===== config.mk =====
export PLATFORM = sky130hd
export DESIGN_NAME = mux_sel_rx
export DESIGN_NICKNAME = d
export VERILOG_FILES = /design/src/rtl/msr_pkg.sv /design/src/rtl/msr_sync.sv /design/src/rtl/msr_framer.sv /design/src/rtl/msr_decode.sv /design/src/rtl/mux_sel_rx.sv
export SDC_FILE = /design/constraint.sdc
export NUM_CORES = 1
export LEC_CHECK = 0
export BUFFER_PORTS_ARGS = -buffer_cell sky130_fd_sc_hd__buf_2
export CORE_ASPECT_RATIO = 0.7
export CORE_UTILIZATION = 50
export CTS_CLUSTER_DIAMETER = 80
export DETAILED_ROUTE_END_ITERATION = 7
export PLACE_DENSITY_LB_ADDON = 0.05
export SYNTH_ARGS = -nofsm -noshare
export SYNTH_HDL_FRONTEND = slang
export SYNTH_HIERARCHICAL = 1
export SYNTH_SLANG_ARGS = --single-unit

===== constraint.sdc =====
create_clock -name clk -period 2.81 [get_ports clk]
set_clock_uncertainty 0.05 [all_clocks]
set_input_delay 0.562 -clock clk [delete_from_list [all_inputs] [get_ports clk]]
set_output_delay 0.562 -clock clk [all_outputs]
set_load 0.02 [all_outputs]

===== src/rtl/msr_pkg.sv =====
package msr_pkg;

   typedef enum logic [1:0] {
      RES_NONE   = 2'd0,
      RES_ACCEPT = 2'd1,
      RES_REJECT = 2'd2
   } res_e;

   function automatic int unsigned cnt_w(input int unsigned n);
      return (n < 2) ? 1 : $clog2(n);
   endfunction

endpackage


===== src/rtl/msr_sync.sv =====
module msr_sync #(
   parameter int unsigned STAGES  = 2,
   parameter bit          RST_VAL = 1'b0
) (
   input  logic clk,
   input  logic rst_n,
   input  logic d,
   output logic q
);
   generate
      if (STAGES < 2) begin : g_bad_stages
         $error("msr_sync: STAGES must be at least 2");
      end
   endgenerate

   logic [STAGES-1:0] chain_q;

   always_ff @(posedge clk or negedge rst_n) begin
      if (!rst_n) chain_q <= {STAGES{RST_VAL}};
      else        chain_q <= {chain_q[STAGES-2:0], d};
   end

   assign q = chain_q[STAGES-1];
endmodule


===== src/rtl/msr_framer.sv =====
module msr_framer #(
   parameter int unsigned PKT_W    = 8,
   parameter int unsigned IDLE_CYC = 64
) (
   input  logic             clk,
   input  logic             rst_n,
   input  logic             s_clk,
   input  logic             s_dat,
   output logic             word_vld,
   output logic [PKT_W-1:0] word
);
   localparam int unsigned CNT_W = msr_pkg::cnt_w(PKT_W);
   localparam int unsigned IDL_W = msr_pkg::cnt_w(IDLE_CYC);
   localparam logic [CNT_W-1:0] BIT_LAST  = CNT_W'(PKT_W - 1);
   localparam logic [IDL_W-1:0] IDLE_LAST = IDL_W'(IDLE_CYC - 1);

   generate
      if (PKT_W < 2) begin : g_bad_pkt
         $error("msr_framer: PKT_W must be at least 2");
      end
      if (IDLE_CYC < 2) begin : g_bad_idle
         $error("msr_framer: IDLE_CYC must be at least 2");
      end
   endgenerate

   logic                 prev_q;
   logic                 fall;
   logic [CNT_W-1:0]     bit_q;
   logic [IDL_W-1:0]     idle_q;
   logic [PKT_W-2:0]     sh_q;
   logic [PKT_W-2:0]     sh_d;

   assign fall = prev_q & ~s_clk;

   generate
      if (PKT_W == 2) begin : g_sh_one
         assign sh_d = s_dat;
      end else begin : g_sh_many
         assign sh_d = {sh_q[PKT_W-3:0], s_dat};
      end
   endgenerate

   always_ff @(posedge clk or negedge rst_n) begin
      if (!rst_n) begin
         prev_q <= 1'b1;
         bit_q  <= '0;
         idle_q <= '0;
         sh_q   <= '0;
      end else begin
         prev_q <= s_clk;
         if (fall) begin
            idle_q <= '0;
            sh_q   <= sh_d;
            bit_q  <= (bit_q == BIT_LAST) ? '0 : bit_q + 1'b1;
         end else if (bit_q != '0) begin
            if (idle_q == IDLE_LAST) begin
               bit_q  <= '0;
               idle_q <= '0;
            end else begin
               idle_q <= idle_q + 1'b1;
            end
         end
      end
   end

   assign word_vld = fall && (bit_q == BIT_LAST);
   assign word     = {sh_q, s_dat};
endmodule


===== src/rtl/msr_decode.sv =====
module msr_decode #(
   parameter int unsigned         HDR_W   = 3,
   parameter int unsigned         SEL_W   = 5,
   parameter logic [HDR_W-1:0]    HDR_VAL = 3'b010,
   parameter logic [SEL_W-1:0]    RST_SEL = '0
) (
   input  logic                   clk,
   input  logic                   rst_n,
   input  logic                   host_rst,
   input  logic                   alive_set,
   input  logic                   word_vld,
   input  logic [HDR_W+SEL_W-1:0] word,
   output logic [SEL_W-1:0]       chan_sel,
   output logic                   cmd_ok,
   output logic                   cmd_err,
   output logic                   host_alive
);
   import msr_pkg::*;

   logic             alive_q;
   logic [SEL_W-1:0] chan_q;
   logic             ok_q;
   logic             err_q;
   res_e             res_d;
   logic [HDR_W-1:0] hdr;
   logic [SEL_W-1:0] sel;

   assign hdr = word[HDR_W+SEL_W-1:SEL_W];
   assign sel = word[SEL_W-1:0];

   always_comb begin
      res_d = RES_NONE;
      if (word_vld && alive_q) begin
         res_d = (hdr == HDR_VAL) ? RES_ACCEPT : RES_REJECT;
      end
   end

   always_ff @(posedge clk or negedge rst_n) begin
      if (!rst_n) begin
         alive_q <= 1'b0;
         chan_q  <= RST_SEL;
         ok_q    <= 1'b0;
         err_q   <= 1'b0;
      end else begin
         if (host_rst)       alive_q <= 1'b0;
         else if (alive_set) alive_q <= 1'b1;
         if (res_d == RES_ACCEPT) chan_q <= sel;
         ok_q  <= (res_d == RES_ACCEPT);
         err_q <= (res_d == RES_REJECT);
      end
   end

   assign chan_sel   = chan_q;
   assign cmd_ok     = ok_q;
   assign cmd_err    = err_q;
   assign host_alive = alive_q;
endmodule


===== src/rtl/mux_sel_rx.sv =====
module mux_sel_rx #(
   parameter int unsigned      SEL_W       = 5,
   parameter int unsigned      HDR_W       = 3,
   parameter logic [HDR_W-1:0] HDR_VAL     = 3'b010,
   parameter int unsigned      SYNC_STAGES = 2,
   parameter int unsigned      IDLE_CYC    = 64,
   parameter logic [SEL_W-1:0] RST_SEL     = '0
) (
   input  logic             clk,
   input  logic             rst_n,
   input  logic             host_rst,
   input  logic             alive_set,
   input  logic             ser_clk,
   input  logic             ser_dat,
   output logic [SEL_W-1:0] chan_sel,
   output logic             cmd_ok,
   output logic             cmd_err,
   output logic             host_alive
);
   localparam int unsigned PKT_W = HDR_W + SEL_W;

   generate
      if (SEL_W < 1) begin : g_bad_sel
         $error("mux_sel_rx: SEL_W must be at least 1");
      end
      if (HDR_W < 1) begin : g_bad_hdr
         $error("mux_sel_rx: HDR_W must be at least 1");
      end
      if (SYNC_STAGES < 2) begin : g_bad_sync
         $error("mux_sel_rx: SYNC_STAGES must be at least 2");
      end
   endgenerate

   logic             s_clk;
   logic             s_dat;
   logic             word_vld;
   logic [PKT_W-1:0] word;

   msr_sync #(.STAGES(SYNC_STAGES), .RST_VAL(1'b1)) u_sync_clk (
      .clk(clk), .rst_n(rst_n), .d(ser_clk), .q(s_clk)
   );

   msr_sync #(.STAGES(SYNC_STAGES), .RST_VAL(1'b0)) u_sync_dat (
      .clk(clk), .rst_n(rst_n), .d(ser_dat), .q(s_dat)
   );

   msr_framer #(.PKT_W(PKT_W), .IDLE_CYC(IDLE_CYC)) u_framer (
      .clk(clk), .rst_n(rst_n), .s_clk(s_clk), .s_dat(s_dat),
      .word_vld(word_vld), .word(word)
   );

   msr_decode #(.HDR_W(HDR_W), .SEL_W(SEL_W), .HDR_VAL(HDR_VAL), .RST_SEL(RST_SEL)) u_decode (
      .clk(clk), .rst_n(rst_n), .host_rst(host_rst), .alive_set(alive_set),
      .word_vld(word_vld), .word(word),
      .chan_sel(chan_sel), .cmd_ok(cmd_ok), .cmd_err(cmd_err), .host_alive(host_alive)
   );
endmodule


==> results of run 1 <==
-- final cells by class --
cell class              instances  area (um2)  share of cell area, %
well taps                      32       40.04                  2.925
inverters                       4       15.01                  1.097
multi-input cells              73       456.7                  33.36
clock buffers                   7       55.05                  4.022
repair buffers                 14       72.57                  5.302
flip-flops and latches         29       729.5                  53.29
-- how the worst min path moves through the flow --
stage                               start                    end  slack (ps)  cells after the start
floorplan                           rst_n   u_decode/chan_sel[0]         220                      0
global placement    u_sync_dat/chain_q[0]  u_sync_dat/chain_q[1]         280                      0
detailed placement  u_sync_dat/chain_q[0]  u_sync_dat/chain_q[1]         290                      0
CTS                                 rst_n     u_framer/idle_q[4]         210                      1
global route                        rst_n     u_framer/idle_q[4]         240                      1
finish                              rst_n     u_framer/idle_q[3]         200                      1
-- through the flow --
stage | std cells | util (%)
after global routing | 159 | 61.05
after floorplan | 112 | -
after detailed placement | 152 | 58.59
after global placement | 152 | 58.59
after CTS | 159 | 61.05
final | 159 | 61.05
-- cell families (layout without fill, tap and decap cells) --
logic type / count (synthesis) / count (layout) / share of synthesized area [%]
flops: 29 / 29 / 58.71
fa+ha+maj: 4 / 4 / 4.028
buf+inv: 10 / 25 / 4.531
mux: 5 / 5 / 6.042
simple gates: 47 / 47 / 18.13
compound gates: 17 / 17 / 8.561
-- layer usage --
layer | vias up | GRT usage [%]
met3 | 0 | 7.463
met1 | 395 | 27.31
li1 | 408 | -
met4 | 0 | 9.333
met2 | 21 | 22.80
met5 | - | 0
-- sequential cells by signal, summed over array words and instances, names as in the netlist --
name and cells:
u_framer/sh_q 7, u_framer/idle_q 6, u_decode/chan_sel 5, u_framer/bit_q 3, u_sync_clk/chain_q 2, u_sync_dat/chain_q 2
u_decode/cmd_err 1, u_decode/cmd_ok 1, u_decode/host_alive 1, u_framer/prev_q 1
-- where the power goes --
part           switching (mW)  total (mW)  leakage, nW  internal, mW
clock network           0.131       0.249       0.0314         0.118
registers              0.0609       0.544        0.374         0.483
logic                   0.109       0.189        0.269        0.0802
-- worst max-delay path, stage by stage, from the launching register on --
cell and delay (ps):
dfrtp_1 400, inv_1 60, ha_1 200, nor2b_1 230, or4_1 520, a31oi_1 170
-- placed cells by master (no fill, tap or decap), types with 2 or more instances in the layout --
master	n
nand2_1	29
dfrtp_1	26
buf_2	13
o21ai_0	6
clkbuf_4	5
mux2_4	5
inv_1	4
nand3_1	4
a21oi_1	4
ha_1	4
nor2_1	3
dfstp_2	3
nor2b_1	2
or3_1	2
==> metrics.cfg, run 1 <==
[sta]
period_share_pct = 60.55
fin_setup_tns_ps = 0
period_minus_slack_ps = 1702
relSlewSlack_pct = 58.66
hold_slack_ps = 201.3
worstMarginPinSlew_ps = 620.1
setup_viol = 0
rsz0062_at_grt = no
fmax_ghz = 0.5877
slew_viol_final = 0
worst_slack_ps = 1108
hold_viol = 0

[power]
finalPower_mw = 0.9820
p_leak_nw = 0.6749
p_per_area_nw_per_um2 = 717.4
vdd_drop_max_mv = 0.4183

[placed_design]
dp_hpwl_um = 1314
place_area_um2 = 1314
place.gp.congestion = 0.8067
preCtsSetupSlack_ps = 1119
portBuffers = 13

[clocking]
cts_tree = built
postCtsHoldBufs = 0
cts_buffer_depth = 2
cts_max_level = 2
numCtsBuffers = 5
cts.sinks = 29
root_buffer = clkbuf_4
clk_latency_ps = 310
post-cts-setup-buffers = 0
ctsResizeCount = 0
clk_pin_slew_ps = 80

[grt]
grt_max_degree = 30
grt_pass1_vias = 762
grt-ovfl-total = 0
grt_antenna_before_repair = 0
grt_pass1_wl_um = 3429
grt_usage_pct = 18.38

[route]
wl_per_cell_um = 12.40
routed-wl-met2_um = 800
drc = 0
drt_iter0_drc = 55
wl_met3_um = 116
routed_wirelength_um = 1972
wl_met1_um = 1055
highest_layer = met3
viasPerCell = 5.182
detail-route-antenna-nets = 0
vias = 824
dr.pass1.iters = 4

[die]
dieArea_um2 = 2691
ios = 14
die_h_um = 43.71
start_util_pct = 55.41
rows = 14
die_x_um = 61.58
core_um2 = 2242

[outcome]
status = complete, no violations

[yosys]
synth-seq-cells = 29
yosysMostFrequentCell = nand2_1
ys_top_cells_by_area = dfrtp_1 (52%), nand2_1 (8.8%), dfstp_2 (6.3%)
synth_common_cells = nand2_1 (29), dfrtp_1 (26), o21ai_0 (6)
yosys.area.top_type = dfrtp_1
post_synth.cell_area_avg_um2 = 11.09
synthFlopType = dfrtp_1
yosys_warnings = 6
synth_async_sr_flop_share_pct = 100.0
synthDistinctLibCells = 29
synth_seq_area_share_pct = 58.71
synthCells = 112
synth_edf_count = 0
syn-num-nets = 122
synth_top_area_share_pct = 52.37
synth_area_um2 = 1242

[critical_path]
path_class = register to register
crit_path_start = u_framer/bit_q[0]
critPathRequiredTime_ps = 3000
reg2reg_to = u_framer/idle_q[5]
worstReg2RegStart = u_framer/bit_q[0]
startpoint_type = register
r2r_cells = 5
crit_end = u_framer/idle_q[5]
end_kind = register
cp_data_arrival_time_ps = 1890
r2r_setup_slack_ps = 1110
critPathMaxFanout = 10

[cells_and_area]
nets = 137
num-fill-cells = 200
area_delta_synth_final_pct = 10.17
stdcell_area_um2 = 1369
drive_gt1_share_pct = 24.41
n_antenna_cell = 0

[min_path]
hp-class = input port to async pin

[job]
timing.max_cap.violations = 0

No activity file was read; power rests on OpenSTA's default activity.
==> run 2: changes to the inputs <==
==> constraint.sdc (replaced) <==
create_clock -name clk -period 1.5 [get_ports clk]
set_clock_uncertainty 0.05 [all_clocks]
set_input_delay 0.3 -clock clk [delete_from_list [all_inputs] [get_ports clk]]
set_output_delay 0.3 -clock clk [all_outputs]
set_load 0.02 [all_outputs]
==> run 2 against run 1 <==
  * Global-route usage grew 1.6 points
  * Critical endpoint is now u_decode/chan_sel[1]
  * Maximum frequency increased by 5.2%
  * First-iteration DRC count shrank 49%
  * The run now ends with negative setup slack left
  * Critical path depth is 1 higher
  * Utilization up 9.2 points
  * Highest routed layer is now met4
==> metrics.cfg, run 2 (synthesis gave the netlist of run 1 again) <==
[sta]
worstMarginPinSlew_ps = 615.4
hold_viol = 0
relSlewSlack_pct = 58.97
rsz0062_at_grt = yes
fin_setup_tns_ps = -627.5
period_minus_slack_ps = 1618
fmax_ghz = 0.6180
setup_viol = 6
slew_viol_final = 0
hold_slack_ps = 23.98
worst_slack_ps = -118.2
period_share_pct = 107.9

[cells_and_area]
final_common_cell = nand2_1
final_cell_mix = nand2_1 (29), dfrtp_1 (26), buf_2 (13)
drive_gt1_share_pct = 40.85
largest-register = u_framer/sh_q
n_antenna_cell = 0
area_delta_synth_final_pct = 26.79
nets = 151
largest_reg_flops = 7

[grt]
grt_usage_pct = 20.01
grt-ovfl-total = 0
grt_max_degree = 30
grt_pass1_vias = 805
grt_antenna_before_repair = 0
grt_pass1_wl_um = 3684

[critical_path]
startpoint_type = register
path_class = register to register
critPathMaxFanout = 6
critPathRequiredTime_ps = 1660
worstReg2RegStart = u_framer/bit_q[1]
crit_end = u_decode/chan_sel[1]
r2r_cells = 6
crit_path_start = u_framer/bit_q[1]
reg2reg_to = u_decode/chan_sel[1]
end_kind = register
cp_data_arrival_time_ps = 1780
r2r_setup_slack_ps = -120

[power]
p_per_area_nw_per_um2 = 1388
vdd_drop_max_mv = 0.8805
p_leak_nw = 0.7700

[route]
viasPerCell = 5.011
detail-route-antenna-nets = 0
drc = 0
wl_met3_um = 85
routed-wl-met2_um = 868
routed_wirelength_um = 2262
wl_met1_um = 1257
vias = 872
highest_layer = met4
drt_iter0_drc = 28
dr.pass1.iters = 4
wl_per_cell_um = 13.00

[clocking]
root_buffer = clkbuf_4
cts_max_level = 2
clk_pin_slew_ps = 90
clk_latency_ps = 320
cts.sinks = 29
numCtsBuffers = 5
cts_buffer_depth = 2
cts_tree = built

[placed_design]
dp_hpwl_um = 1451
portBuffers = 13
place.gp.congestion = 0.8038

[outcome]
status = finished with violations
violations = negative setup slack

[job]
timing.max_cap.violations = 0

[die]
rows = 14
core_um2 = 2242
ios = 14
die_h_um = 43.71
die_x_um = 61.58
start_util_pct = 55.41
dieArea_um2 = 2691

[min_path]
hp-class = input port to register
holdPathStages = 1

run 2: cell count changes in the layout (fill, tap and decap cells not counted), sizes merged:
cell         before  now
clkbuf            7    8
nor2b             3    4
dlygate4sd3       0    1
buf              14   26
run 2: critical path, stage by stage, from the launching register on:
cell,delay [ps]
dfrtp_1,380
ha_2,200
ha_4,130
and2_4,140
nand2_4,50
nor2b_4,230
mux2_4,330
run 2: layout make-up:
class                           count  area, um2
Timing Repair Buffer               27      183.9
Tap cell                           32      40.04
Multi-Input combinational cell     74      548.0
Sequential cell                    29      729.5
Fill cell                         180      666.9
Clock buffer                        8      58.81
Inverter                            4      15.01
run 2: how the worst min path moves through the flow:
stage	start	to
3_5_place_dp	rst_n	u_framer/bit_q[2]
5_1_grt	ser_clk	u_sync_clk/chain_q[0]
3_3_place_gp	u_sync_dat/chain_q[0]	u_sync_dat/chain_q[1]
2_1_floorplan	rst_n	u_decode/chan_sel[0]
4_1_cts	ser_clk	u_sync_clk/chain_q[0]
6_report	ser_clk	u_sync_clk/chain_q[0]
run 2: what timing repair did:
item | 4_1_cts | 5_1_grt
setup buffers | 4 | 3
gates cloned | 1 | 0
hold buffers | 1 | 0
hold endpoints to repair | 26 | 0
resized for setup | 10 | 9
pin swaps | 2 | 4
setup endpoints to repair | 11 | 13
run 2: routing by layer:
layer  GRT usage, %  vias to the layer above
met5              0                        -
met4          9.778                        0
met3          7.164                        8
met2          25.16                       18
met1          30.20                      409
li1               -                      437
run 2: power breakdown:
part | internal [mW] | total [mW] | switching [mW]
clock network | 0.231 | 0.478 | 0.247
logic | 0.369 | 0.674 | 0.305
registers | 0.906 | 1.04 | 0.130
total | 1.51 | 2.19 | 0.681
run 2: through the flow:
stage | instance area, um2 | setup slack, ps | cells | utilization (%) | total power [mW]
floorplan | 1256 | -181.6 | 112 | - | 1.319
detailed placement | 1364 | -116.0 | 157 | 60.83 | 1.468
CTS | 1515 | -123.5 | 171 | 67.58 | 2.107
finish | 1575 | -118.2 | 174 | 70.26 | 2.187
global route | 1575 | -169.6 | 174 | 70.26 | 2.317
global placement | 1364 | -87.01 | 157 | 60.83 | 1.458
==> run 3: changes to the inputs <==
==> constraint.sdc (replaced) <==
create_clock -name clk -period 1.5 [get_ports clk]
set_clock_uncertainty 0.05 [all_clocks]
set_input_delay 0.225 -clock clk [delete_from_list [all_inputs] [get_ports clk]]
set_output_delay 0.225 -clock clk [all_outputs]
set_load 0.02 [all_outputs]
==> run 3 against run 2 <==
  * The run still ends with negative setup slack left
  * Wire length increased by 0.44%
  * Power increased by 0.27%
  * Sequential power hardly changed
  * Critical path type unchanged
  * Maximum frequency about the same
==> metrics.cfg, run 3 (synthesis gave the netlist of run 1 again) <==
[outcome]
status = finished with violations
violations = negative setup slack

[route]
drc = 0
viasPerCell = 5.006
detail-route-antenna-nets = 0
drt_iter0_drc = 35
routed_wirelength_um = 2272
wl_per_cell_um = 12.84
vias = 886
dr.pass1.iters = 4

[clocking]
clk_pin_slew_ps = 90
root_buffer = clkbuf_4
cts.sinks = 29
cts_buffer_depth = 2
cts_tree = built
cts_max_level = 2
numCtsBuffers = 5
clk_latency_ps = 320

[critical_path]
worst_path_largest_cell_delay_ps = 380
critPathMaxFanout = 6
critPathSlowestCell = dfrtp_1
cp_data_arrival_time_ps = 1780
cp_top_family = simple AND/OR/NAND/NOR gates
end_kind = register
critPathRequiredTime_ps = 1660
crit_buf_inv = 0
crit_chain = ha_2, ha_4, and2_4, nand2_4, nor2b_4, mux2_4
path_class = register to register
startpoint_type = register
r2r_setup_slack_ps = -120

[sta]
hold_slack_ps = 82.30
rsz0062_at_grt = yes
worst_slack_ps = -117.6
worstMarginPinSlew_ps = 614.0
period_share_pct = 107.8
fmax_ghz = 0.6182
fin_setup_tns_ps = -625.1
slew_viol_final = 0
relSlewSlack_pct = 59.07
setup_viol = 6
hold_viol = 0
period_minus_slack_ps = 1618

[cells_and_area]
n_antenna_cell = 0
multiInputGateArea_um2 = 548.0
drive_gt1_share_pct = 40.00
nets = 154
fin_cells = 177
final_cell_mix = nand2_1 (29), dfrtp_1 (26), buf_2 (13)
num-fill-cells = 177
final_common_cell = nand2_1
largest-register = u_framer/sh_q
largest_reg_flops = 7
seq_area_um2 = 729.5
area_delta_synth_final_pct = 29.20
finalCoreUtilization_pct = 71.60

[power]
p_leak_nw = 0.7825
vdd_drop_max_mv = 0.8801
p_per_area_nw_per_um2 = 1366

[die]
ios = 14
core_um2 = 2242
dieArea_um2 = 2691
die_h_um = 43.71
start_util_pct = 55.41
die_x_um = 61.58
rows = 14

[job]
timing.max_cap.violations = 0

[placed_design]
portBuffers = 13
dpl.cell_count = 157
place.gp.congestion = 0.8038
preCtsSetupSlack_ps = -116.0
dp_hpwl_um = 1451

[grt]
grt_antenna_before_repair = 0
grt-ovfl-total = 0
grt_pass1_wl_um = 3732
grt_max_degree = 30
grt_pass1_vias = 825
grt_usage_pct = 20.20

[min_path]
hp-class = input port to register

[run 3: worst min-delay path, cell delays in order]
cell	delay, ps
buf_2	80
nor2_1	40
nor2_1	70
[run 3: worst paths after layout]
kind,start,endpoint,cells after the start
worst max-delay path,u_framer/bit_q[1],u_decode/chan_sel[1],6
worst min-delay path,alive_set,u_decode/host_alive,3
worst max register to register,u_framer/bit_q[1],u_decode/chan_sel[1],6
worst min register to register,u_sync_clk/chain_q[0],u_sync_clk/chain_q[1],0
max in group asynchronous,rst_n,u_decode/chan_sel[3],2
min in group asynchronous,rst_n,u_framer/bit_q[2],2
[run 3: where the power goes]
| group | leakage, nW | internal, mW | switching [mW] | total, mW |
|---|---|---|---|---|
| sequential | 0.374 | 0.906 | 0.130 | 1.04 |
| clock | 0.0326 | 0.231 | 0.247 | 0.478 |
| combinational | 0.376 | 0.374 | 0.305 | 0.679 |
| total | 0.783 | 1.51 | 0.682 | 2.19 |
[run 3: metrics by stage]
| stage | total power, mW | area, um2 |
|---|---|---|
| final | 2.192 | 1605 |
| after detailed placement | 1.468 | 1364 |
| after floorplan | 1.319 | 1256 |
| after global placement | 1.458 | 1364 |
| after global routing | 2.323 | 1605 |
| after CTS | 2.113 | 1545 |
[run 3: area by class of cell]
cell class,instances,share of cell area (%)
Multi-Input combinational cell,74,34.14
Inverter,4,0.9353
Clock buffer,8,3.663
Sequential cell,29,45.44
Timing Repair Buffer,30,13.33
Tap cell,32,2.494
[run 3: what timing repair did]
item / CTS / global route
hold buffers: 4 / 0
hold endpoints to repair: 29 / 0
buffers inserted: 4 / 3
endpoints found under the setup margin: 11 / 13
pin swaps: 2 / 4
resized for setup: 10 / 9
cloned: 1 / 0
[run 3: routing by layer]
layer	up-vias	routed length, um	global-route usage, %
met4	0	50	9.778
li1	444	-	-
met2	16	873	26.02
met1	418	1269	30.00
met5	-	0	0
met3	8	80	7.164
